### config.mk
export PLATFORM = sky130hd
export DESIGN_NAME = bus_hold_intr_arb
export DESIGN_NICKNAME = d
export VERILOG_FILES = /design/src/rtl/arb_pkg.sv /design/src/rtl/nmi_edge_catch.sv /design/src/rtl/irq_select.sv /design/src/rtl/hold_grant_fsm.sv /design/src/rtl/rqgt_grant_fsm.sv /design/src/rtl/bus_hold_intr_arb.sv
export SDC_FILE = /design/constraint.sdc
export NUM_CORES = 1
export LEC_CHECK = 0
export BUFFER_PORTS_ARGS = -buffer_cell sky130_fd_sc_hd__buf_2
export CAP_MARGIN = 25
export CELL_PAD_IN_SITES_DETAIL_PLACEMENT = 1
export CELL_PAD_IN_SITES_GLOBAL_PLACEMENT = 2
export CORE_MARGIN = 5
export CORE_UTILIZATION = 21
export DETAILED_ROUTE_END_ITERATION = 16
export HOLD_SLACK_MARGIN = 0.03
export PLACE_DENSITY_LB_ADDON = 0.15
export SLEW_MARGIN = 20
export SYNTH_ARGS = -nofsm -noshare
export SYNTH_HDL_FRONTEND = slang
export SYNTH_HIERARCHICAL = 1
export SYNTH_SLANG_ARGS = --single-unit
### constraint.sdc
create_clock -name clk -period 1.5 [get_ports clk]
set_input_delay 0.15 -clock clk [delete_from_list [all_inputs] [get_ports clk]]
set_output_delay 0.15 -clock clk [all_outputs]
set_load 0.01 [all_outputs]
### src/rtl/arb_pkg.sv
// Shared types for the bus hold / interrupt arbiter.
// Assumes nothing beyond a synthesizable enum encoding.
package arb_pkg;
    // Ownership of the external bus as seen by the arbiter.
    typedef enum logic {
        OWN_LOCAL = 1'b0,
        OWN_EXT   = 1'b1
    } bus_own_e;
endpackage

### src/rtl/nmi_edge_catch.sv
// Synchronises the asynchronous non-maskable input, detects its rising
// edge and holds a pending flag until the service logic clears it.
// Assumes SYNC_STAGES >= 2; a new edge in the clearing cycle wins.
module nmi_edge_catch #(
    parameter int SYNC_STAGES = 2
) (
    input  logic clk,
    input  logic rst_n,
    input  logic nmi_async,
    input  logic clear,
    output logic pend
);
    localparam int CHAIN_W = SYNC_STAGES + 1;

    logic [CHAIN_W-1:0] chain;
    logic               rise;

    // Shift the input through the synchroniser plus one history flop.
    always_ff @(posedge clk) begin
        if (!rst_n) chain <= '0;
        else        chain <= {chain[CHAIN_W-2:0], nmi_async};
    end

    assign rise = chain[SYNC_STAGES-1] & ~chain[SYNC_STAGES];

    // Latch a detected edge until it is serviced.
    always_ff @(posedge clk) begin
        if (!rst_n) pend <= 1'b0;
        else        pend <= rise | (pend & ~clear);
    end
endmodule

### src/rtl/irq_select.sv
// Chooses which interrupt, if any, is accepted at a bus-cycle boundary
// and registers the taken pulse, its type and the active-low acknowledge.
// Assumes bus_busy is high whenever the bus is released or being granted.
module irq_select (
    input  logic clk,
    input  logic rst_n,
    input  logic cyc_end,
    input  logic lock_n,
    input  logic bus_busy,
    input  logic nmi_pend,
    input  logic intr_req,
    input  logic int_en,
    output logic nmi_clear,
    output logic irq_take,
    output logic irq_is_nmi,
    output logic inta_n
);
    logic take_ok;
    logic take_nmi;
    logic take_int;

    // Acceptance window and priority: non-maskable before maskable.
    always_comb begin
        take_ok  = cyc_end & lock_n & ~bus_busy;
        take_nmi = take_ok & nmi_pend;
        take_int = take_ok & ~nmi_pend & intr_req & int_en;
    end

    assign nmi_clear = take_nmi;

    // Register the one-cycle outcome toward the sequencer.
    always_ff @(posedge clk) begin
        if (!rst_n) begin
            irq_take   <= 1'b0;
            irq_is_nmi <= 1'b0;
            inta_n     <= 1'b1;
        end else begin
            irq_take   <= take_nmi | take_int;
            irq_is_nmi <= take_nmi;
            inta_n     <= ~take_int;
        end
    end
endmodule

### src/rtl/hold_grant_fsm.sv
// Level HOLD / HLDA handshake: grants at a permitted boundary and gives
// the bus back one clock after the request is seen low.
// Assumes hold_req is synchronous to clk.
module hold_grant_fsm
    import arb_pkg::*;
(
    input  logic clk,
    input  logic rst_n,
    input  logic hold_req,
    input  logic cyc_end,
    input  logic lock_n,
    output logic grant_now,
    output logic hlda
);
    bus_own_e state;

    assign grant_now = (state == OWN_LOCAL) & hold_req & cyc_end & lock_n;

    // Track ownership; HLDA is the registered ownership state.
    always_ff @(posedge clk) begin
        if (!rst_n) begin
            state <= OWN_LOCAL;
        end else if (state == OWN_LOCAL) begin
            if (grant_now) state <= OWN_EXT;
        end else if (!hold_req) begin
            state <= OWN_LOCAL;
        end
    end

    assign hlda = (state == OWN_EXT);
endmodule

### src/rtl/rqgt_grant_fsm.sv
// Pulse-based request/grant over shared open-drain lines, one per channel.
// Requests are latched, the lowest index wins, a one-cycle pull is the
// grant and the owner's next low pulse releases the bus.
// Assumes NUM_CH >= 2 and one-clock request and release pulses.
module rqgt_grant_fsm
    import arb_pkg::*;
#(
    parameter int NUM_CH = 2
) (
    input  logic              clk,
    input  logic              rst_n,
    input  logic [NUM_CH-1:0] rq_line_n,
    input  logic              cyc_end,
    input  logic              lock_n,
    output logic              grant_now,
    output logic              owned,
    output logic [NUM_CH-1:0] rq_pull
);
    localparam int CH_W = (NUM_CH > 1) ? $clog2(NUM_CH) : 1;

    bus_own_e          state;
    logic [CH_W-1:0]   owner;
    logic [CH_W-1:0]   pick;
    logic              any_pend;
    logic [NUM_CH-1:0] pend;
    logic [NUM_CH-1:0] pend_nx;
    logic [NUM_CH-1:0] pull_nx;
    logic [NUM_CH-1:0] line_low;

    // Foreign low levels only; our own grant pulse is masked out.
    assign line_low = ~rq_line_n & ~rq_pull;

    // Lowest pending channel has priority.
    always_comb begin
        pick     = '0;
        any_pend = 1'b0;
        for (int i = NUM_CH - 1; i >= 0; i--) begin
            if (pend[i]) begin
                pick     = CH_W'(i);
                any_pend = 1'b1;
            end
        end
    end

    assign grant_now = (state == OWN_LOCAL) & any_pend & cyc_end & lock_n;
    assign owned     = (state == OWN_EXT);

    // Next pending set and next grant pulse.
    always_comb begin
        pend_nx = pend;
        pull_nx = '0;
        for (int i = 0; i < NUM_CH; i++) begin
            if (grant_now && pick == CH_W'(i)) begin
                pend_nx[i] = 1'b0;
                pull_nx[i] = 1'b1;
            end else if (line_low[i] && !(owned && owner == CH_W'(i))) begin
                pend_nx[i] = 1'b1;
            end
        end
    end

    // Ownership, owner index, pending requests and the open-drain pulse.
    always_ff @(posedge clk) begin
        if (!rst_n) begin
            state   <= OWN_LOCAL;
            owner   <= '0;
            pend    <= '0;
            rq_pull <= '0;
        end else begin
            pend    <= pend_nx;
            rq_pull <= pull_nx;
            if (grant_now) begin
                state <= OWN_EXT;
                owner <= pick;
            end else if (owned && line_low[owner]) begin
                state <= OWN_LOCAL;
            end
        end
    end
endmodule

### src/rtl/bus_hold_intr_arb.sv
// Top of the arbiter: non-maskable edge capture, interrupt selection and
// one of two bus hand-over schemes chosen by USE_RQGT.
// Assumes all inputs except nmi_in are synchronous to clk.
module bus_hold_intr_arb #(
    parameter bit USE_RQGT    = 1'b0,
    parameter int NUM_CH      = 2,
    parameter int SYNC_STAGES = 2
) (
    input  logic              clk,
    input  logic              rst_n,
    input  logic              intr_req,
    input  logic              nmi_in,
    input  logic              int_en,
    input  logic              hold_req,
    input  logic              lock_n,
    input  logic              cyc_end,
    input  logic [NUM_CH-1:0] rq_line_n,
    output logic              inta_n,
    output logic              hlda,
    output logic              bus_release,
    output logic              irq_take,
    output logic              irq_is_nmi,
    output logic [NUM_CH-1:0] rq_pull
);
    logic nmi_pend;
    logic nmi_clear;
    logic grant_now;
    logic unused_mode_in;

    assign unused_mode_in = ^{rq_line_n, hold_req};

    nmi_edge_catch #(.SYNC_STAGES(SYNC_STAGES)) u_nmi (
        .clk      (clk),
        .rst_n    (rst_n),
        .nmi_async(nmi_in),
        .clear    (nmi_clear),
        .pend     (nmi_pend)
    );

    generate
        if (USE_RQGT) begin : g_rqgt
            logic owned;
            rqgt_grant_fsm #(.NUM_CH(NUM_CH)) u_rqgt (
                .clk      (clk),
                .rst_n    (rst_n),
                .rq_line_n(rq_line_n),
                .cyc_end  (cyc_end),
                .lock_n   (lock_n),
                .grant_now(grant_now),
                .owned    (owned),
                .rq_pull  (rq_pull)
            );
            assign hlda        = 1'b0;
            assign bus_release = owned;
        end else begin : g_hold
            logic hlda_i;
            hold_grant_fsm u_hold (
                .clk      (clk),
                .rst_n    (rst_n),
                .hold_req (hold_req),
                .cyc_end  (cyc_end),
                .lock_n   (lock_n),
                .grant_now(grant_now),
                .hlda     (hlda_i)
            );
            assign hlda        = hlda_i;
            assign bus_release = hlda_i;
            assign rq_pull     = '0;
        end
    endgenerate

    irq_select u_sel (
        .clk       (clk),
        .rst_n     (rst_n),
        .cyc_end   (cyc_end),
        .lock_n    (lock_n),
        .bus_busy  (bus_release | grant_now),
        .nmi_pend  (nmi_pend),
        .intr_req  (intr_req),
        .int_en    (int_en),
        .nmi_clear (nmi_clear),
        .irq_take  (irq_take),
        .irq_is_nmi(irq_is_nmi),
        .inta_n    (inta_n)
    );
endmodule

-- Word level (Yosys, flattened, before mapping)
Index checks and enable logic that the tools add are counted.
- bits in latches: 0
- bits in writable memories: 0
- bits in registers: 8
- bits of input ports: 10
- ROM bits: 0
- output and inout port bits: 7
- logic and storage cells: 29
- memories: 0
- add/sub/neg operators: 0
- multiply operators: 0
- bitwise gates (word level): 20
- magnitude comparators: 0
- shift-type cells: 0
- reduce and logical (&&, ||, !) cells: 0
- div/mod/pow operators: 0
- multiplexer cells: 3
- equal/unequal tests: 0
- operators by type and width (cell ; number):
    AND 1 bit ; 11
    NOT 1 bit ; 6
    2-to-1 mux 1 bit ; 3
    OR 1 bit ; 3

-- Depth between registers and ports, before layout
- word-level depth: 11
- gate-level depth with buffers: 5
- depth with buffers taken out: 5

-- Modules after synthesis
Netlist, hierarchy kept.
- modules (own cells, without submodules) (module ; times used ; sequential area each (µm²) ; area each (µm²) ; cells each):
    nmi_edge_catch ; 1 ; 80.1 ; 122.6 ; 10
    irq_select ; 1 ; 60.1 ; 115.1 ; 11
    hold_grant_fsm ; 1 ; 20.0 ; 42.5 ; 5
    bus_hold_intr_arb ; 1 ; 0.0 ; 32.5 ; 5

-- Worst setup path before layout
OpenSTA, ideal clock, no wires.
- kind: register to register
- from: reg g_hold.u_hold.state, in the netlist g_hold.u_hold/hlda
- to: reg u_sel.inta_n
- buffers on the path: 0
- slack: 0.053 ns
- setup time: 0.127 ns
- data required time: 1.373 ns
- cell stages (with the launch flop): 5
- period minus slack after synthesis: 1.447 ns
- arrival time: 1.320 ns
- cell sequence: dfxtp_1 and4b_1 or2_1 nand4b_4 or3_1
- cells in the longest elaborated chain, start to end: 11
- RTL lines (item ; RTL line ; RTL):
    start: declaration ; hold_grant_fsm.sv:15 ; bus_own_e state;
    start signal: assignment ; hold_grant_fsm.sv:22 ; state <= OWN_LOCAL;
    start signal: assignment ; hold_grant_fsm.sv:24 ; if (grant_now) state <= OWN_EXT;
    start signal: assignment ; hold_grant_fsm.sv:26 ; state <= OWN_LOCAL;
    NOT 1 bit ; - ;
    AND 1 bit (3 in series) ; hold_grant_fsm.sv:17 ; assign grant_now = (state == OWN_LOCAL) & hold_req & cyc_end & lock_n;
    named net grant_now ; bus_hold_intr_arb.sv:27 ; logic grant_now;
    OR 1 bit ; bus_hold_intr_arb.sv:77 ; .bus_busy (bus_release | grant_now),
    NOT 1 bit ; irq_select.sv:24 ; take_ok = cyc_end & lock_n & ~bus_busy;
    AND 1 bit ; irq_select.sv:24 ;
    AND 1 bit (3 in series) ; irq_select.sv:26 ; take_int = take_ok & ~nmi_pend & intr_req & int_en;
    NOT 1 bit ; irq_select.sv:40 ; inta_n <= ~take_int;
    end signal: assignment ; irq_select.sv:40 ;
    end: declaration ; irq_select.sv:16 ; output logic inta_n
The timed path passes the listed nets, and every way through them passes these cells.
A chain may end at the register's enable or synchronous reset.

-- Final worst setup path
Same ends and word-level chain as after synthesis.

==> flow_summary.html <==
<table>
<tr><th>Metric</th><th>Value</th></tr>
<tr><th colspan="2">Logic synthesis</th></tr>
<tr><td>Number of synthesized register bits</td><td>8</td></tr>
<tr><td>Synth Instances</td><td>31</td></tr>
<tr><td>Seq/Total Area, Yosys</td><td>51.2%</td></tr>
<tr><td>Distinct cell type count of the synthesized netlist</td><td>15</td></tr>
<tr><td>Mean post-synth cell area</td><td>10.1 sq um</td></tr>
<tr><td>Netlist area before placement</td><td>313 sq um</td></tr>
<tr><td>Yosys warning total</td><td>6</td></tr>
<tr><th colspan="2">Floorplan</th></tr>
<tr><td>Area of the die</td><td>2360 sq um</td></tr>
<tr><td>Placeable Area</td><td>1450 sq um</td></tr>
<tr><td>Starting Density</td><td>21.5%</td></tr>
<tr><td>Cell row count</td><td>14</td></tr>
<tr><td>Vertical die dimension</td><td>48.6 um</td></tr>
<tr><td>Die outline width</td><td>48.6 um</td></tr>
<tr><td>I/O pin count</td><td>17</td></tr>
<tr><th colspan="2">Global route</th></tr>
<tr><td>Met3 Resource Use GR</td><td>6.44%</td></tr>
<tr><td>Met2 Resource Use GR</td><td>8.70%</td></tr>
<tr><td>Global routing usage summed across all routing layers</td><td>6.73%</td></tr>
<tr><td>Met1 track demand over resource in global routing</td><td>5.74%</td></tr>
<tr><td>Grt total ovfl</td><td>0</td></tr>
<tr><td>Vias in the first global route</td><td>272</td></tr>
<tr><td>Largest net degree at the start of global routing</td><td>7</td></tr>
<tr><td>Global-route wire length before repair</td><td>1.09 mm</td></tr>
<tr><td>Most utilized layer in the global route result</td><td>met2</td></tr>
<tr><td>Initial antenna violation count</td><td>0</td></tr>
<tr><th colspan="2">Critical path</th></tr>
<tr><td>Crit path kind</td><td>register to register</td></tr>
<tr><td>Kind of start point of the critical path</td><td>register</td></tr>
<tr><td>Kind of cell adding the most delay to the critical path</td><td>simple AND/OR/NAND/NOR gates</td></tr>
<tr><td>Worst setup path start</td><td>g_hold.u_hold/hlda</td></tr>
<tr><td>CP Max Fanout</td><td>4</td></tr>
<tr><td>CP Cell Sequence</td><td>and4b_1 -&gt; or2_1 -&gt; nand4b_4 -&gt; or3_1</td></tr>
<tr><td>Worst path bufs/invs</td><td>0</td></tr>
<tr><td>Crit. End Element</td><td>register</td></tr>
<tr><td>Delay of the slowest critical-path stage</td><td>0.35 ns</td></tr>
<tr><td>Crit-path slowest cell</td><td>sky130_fd_sc_hd__or3_1</td></tr>
<tr><td>CP required</td><td>1.64 ns</td></tr>
<tr><td>Critical R2R Launch</td><td>g_hold.u_hold/hlda</td></tr>
<tr><td>Worst path arrival time</td><td>1.54 ns</td></tr>
<tr><th colspan="2">Timing</th></tr>
<tr><td>Final Critical Period</td><td>1.41 ns</td></tr>
<tr><td>Max Clk Rate</td><td>712 MHz</td></tr>
<tr><td>Final-report max-slew violation count</td><td>0</td></tr>
<tr><td>Part of the cycle the worst path needs</td><td>93.7%</td></tr>
<tr><td>Setup violation total in the final timing report</td><td>0</td></tr>
<tr><td>Fin Setup TNS</td><td>0 ns</td></tr>
<tr><td>Worst hold margin</td><td>0.102 ns</td></tr>
<tr><td>Number of endpoints with negative hold slack in the final report</td><td>0</td></tr>
<tr><td>Clock skew after layout</td><td>0.00170 ns</td></tr>
<tr><td>Unrepaired setup endpoints after global routing</td><td>no</td></tr>
<tr><td>Worst setup slack after layout</td><td>0.0946 ns</td></tr>
<tr><th colspan="2">Placed design</th></tr>
<tr><td>HPWL reported at the end of detailed placement</td><td>477 um</td></tr>
<tr><td>Final Wtd Congestion</td><td>0.587</td></tr>
<tr><td>Setup slack at placement</td><td>0.0403 ns</td></tr>
<tr><td>Port Buffers</td><td>12</td></tr>
<tr><th colspan="2">Pwr</th></tr>
<tr><td>Sequential share of power</td><td>51.8%</td></tr>
<tr><td>Logic gate share of total power</td><td>9.5%</td></tr>
<tr><td>Maximum resistive drop on vdd</td><td>424 uV</td></tr>
<tr><td>Power density over the cells</td><td>1060 nW/um^2</td></tr>
<tr><td>Switching component of the power</td><td>0.0978 mW</td></tr>
<tr><td>Static leakage</td><td>0.196 nW</td></tr>
<tr><td>Net switching fraction of the power</td><td>22.8%</td></tr>
<tr><td>Overall power of the completed layout</td><td>0.429 mW</td></tr>
<tr><td>Int Power</td><td>0.332 mW</td></tr>
<tr><td>Clk network pwr share</td><td>38.7%</td></tr>
<tr><th colspan="2">CTS</th></tr>
<tr><td>Clock tree root buffer cell</td><td>sky130_fd_sc_hd__clkbuf_4</td></tr>
<tr><td>Inserted Clock Buffers</td><td>3</td></tr>
<tr><td>Hold buffer count at cts</td><td>0</td></tr>
<tr><td>Num Clock Sinks</td><td>8</td></tr>
<tr><td>Post-CTS clock slew at the launch and capture registers of the worst setup and hold paths</td><td>0.05 ns</td></tr>
<tr><td>Clk buf depth</td><td>2</td></tr>
<tr><td>H-tree Lvls</td><td>1</td></tr>
<tr><td>Worst-Skew Late Latency</td><td>0.25 ns</td></tr>
<tr><td>Clock tree from TritonCTS</td><td>done</td></tr>
<tr><th colspan="2">Run status</th></tr>
<tr><td>Result of the run</td><td>finished, final reports clean</td></tr>
<tr><th colspan="2">Worst hold path</th></tr>
<tr><td>Startpoint of the tightest hold check path</td><td>nmi_in</td></tr>
<tr><td>Hold Crit Class</td><td>primary input to register</td></tr>
<tr><th colspan="2">Layout</th></tr>
<tr><td>Most common library cell in the layout ignoring fill and taps</td><td>sky130_fd_sc_hd__buf_2</td></tr>
<tr><td>Share of final-layout standard cells stronger than drive strength 1</td><td>42.2%</td></tr>
<tr><td>Most used cells in the layout excluding fill and tap cells</td><td>sky130_fd_sc_hd__buf_2 (12), sky130_fd_sc_hd__dfxtp_1 (7), sky130_fd_sc_hd__clkbuf_4 (3), sky130_fd_sc_hd__nand2_1 (3), sky130_fd_sc_hd__and2_1 (3)</td></tr>
<tr><td>Antenna Diode Count</td><td>0</td></tr>
<tr><td>Area growth from synthesis to layout</td><td>29.6%</td></tr>
<tr><td>Fin util</td><td>27.9%</td></tr>
<tr><td>NumNets Final</td><td>57</td></tr>
<tr><th colspan="2">Routing</th></tr>
<tr><td>Violation count after the first detailed-routing iteration</td><td>5</td></tr>
<tr><td>Routed length per placed instance</td><td>10.0 um</td></tr>
<tr><td>Total wire length</td><td>612 um</td></tr>
<tr><td>Length of the first detailed-routing pass in iterations</td><td>3</td></tr>
<tr><td>Via total after detailed routing</td><td>254</td></tr>
<tr><td>Vias per cell</td><td>4.16</td></tr>
<tr><td>Detail Route Antenna Nets</td><td>0</td></tr>
<tr><td>DR DRC count</td><td>0</td></tr>
<tr><th colspan="2">Job</th></tr>
<tr><td>Maximum Capacitance Violations</td><td>0</td></tr>
</table>
## registers in the layout (all words and copies together), names as in the netlist
name,cells
u_nmi/chain,3
u_sel/irq_is_nmi,1
u_nmi/pend,1
g_hold.u_hold/hlda,1
u_sel/inta_n,1
u_sel/irq_take,1
## layer usage
layer,vias up,share of wire [%]
met1,114,34
met5,-,0
li1,123,-
met4,0,4.4
met3,4,16
met2,13,45
## power groups by stage
stage          Sequential [mW]  Clock, mW  Combinational (mW)
2_1_floorplan            0.228          0              0.0241
4_1_cts                  0.222      0.176              0.0403
5_1_grt                  0.224      0.192              0.0458
6_report                 0.222      0.166              0.0409
3_5_place_dp             0.227          0              0.0401
3_3_place_gp             0.227          0              0.0390
## Yosys cell counts (all sizes together)
cell	number	share of area (%)
dfxtp	8	51
and2	3	6.0
buf	3	7.2
nand2	3	3.6
a21oi	2	3.2
nand2b	2	4.0
nor2	2	2.4
a21boi	1	3.6
and4b	1	3.2
conb	1	1.2
inv	1	1.2
nand4b	1	7.6
nor3	1	1.6
or2	1	2.0
or3	1	2.0
## timing repair
action	in CTS	in global routing
resized for setup	0	1
buffers inserted	0	1
setup endpoints to repair	0	1
## through the flow
stage	instances	area, sq um
floorplan	32	317
global placement	57	374
detailed placement	57	374
CTS	60	397
global route	61	405
finish	61	405
## logic make-up (layout without fill, tap and decap cells)
| kind of cell | after synthesis | after routing | share of synthesized area (%) |
|---|---|---|---|
| compound gates | 3 | 3 | 6.80 |
| flops | 8 | 8 | 51.2 |
| simple gates | 15 | 15 | 32.4 |
| other cells | 1 | 2 | 1.20 |
| buf+inv | 4 | 17 | 8.40 |
## area by class of cell
type	instances	area (sq um)
well taps	16	20.0
repair buffers	13	67.6
inverters	1	3.75
flip-flops and latches	8	161
multi-input cells	20	130
clock buffers	3	22.5
fillers	193	1050
## final timing paths
path,endpoint,slack (ns),cells past startpoint
setup / recovery,u_sel/inta_n,0.09,4
hold / removal,u_nmi/chain[0],0.10,2
setup reg to reg,u_sel/inta_n,0.09,4
hold reg to reg,u_nmi/chain[1],0.43,1
## worst register-to-register path, stage by stage (launching register included)
cell and delay (ns):
sky130_fd_sc_hd__dfxtp_2 0.34, sky130_fd_sc_hd__and4b_1 0.18, sky130_fd_sc_hd__or2_1 0.24, sky130_fd_sc_hd__nand4b_4 0.18
sky130_fd_sc_hd__or3_1 0.35
Power figures use the tool's default switching activity.
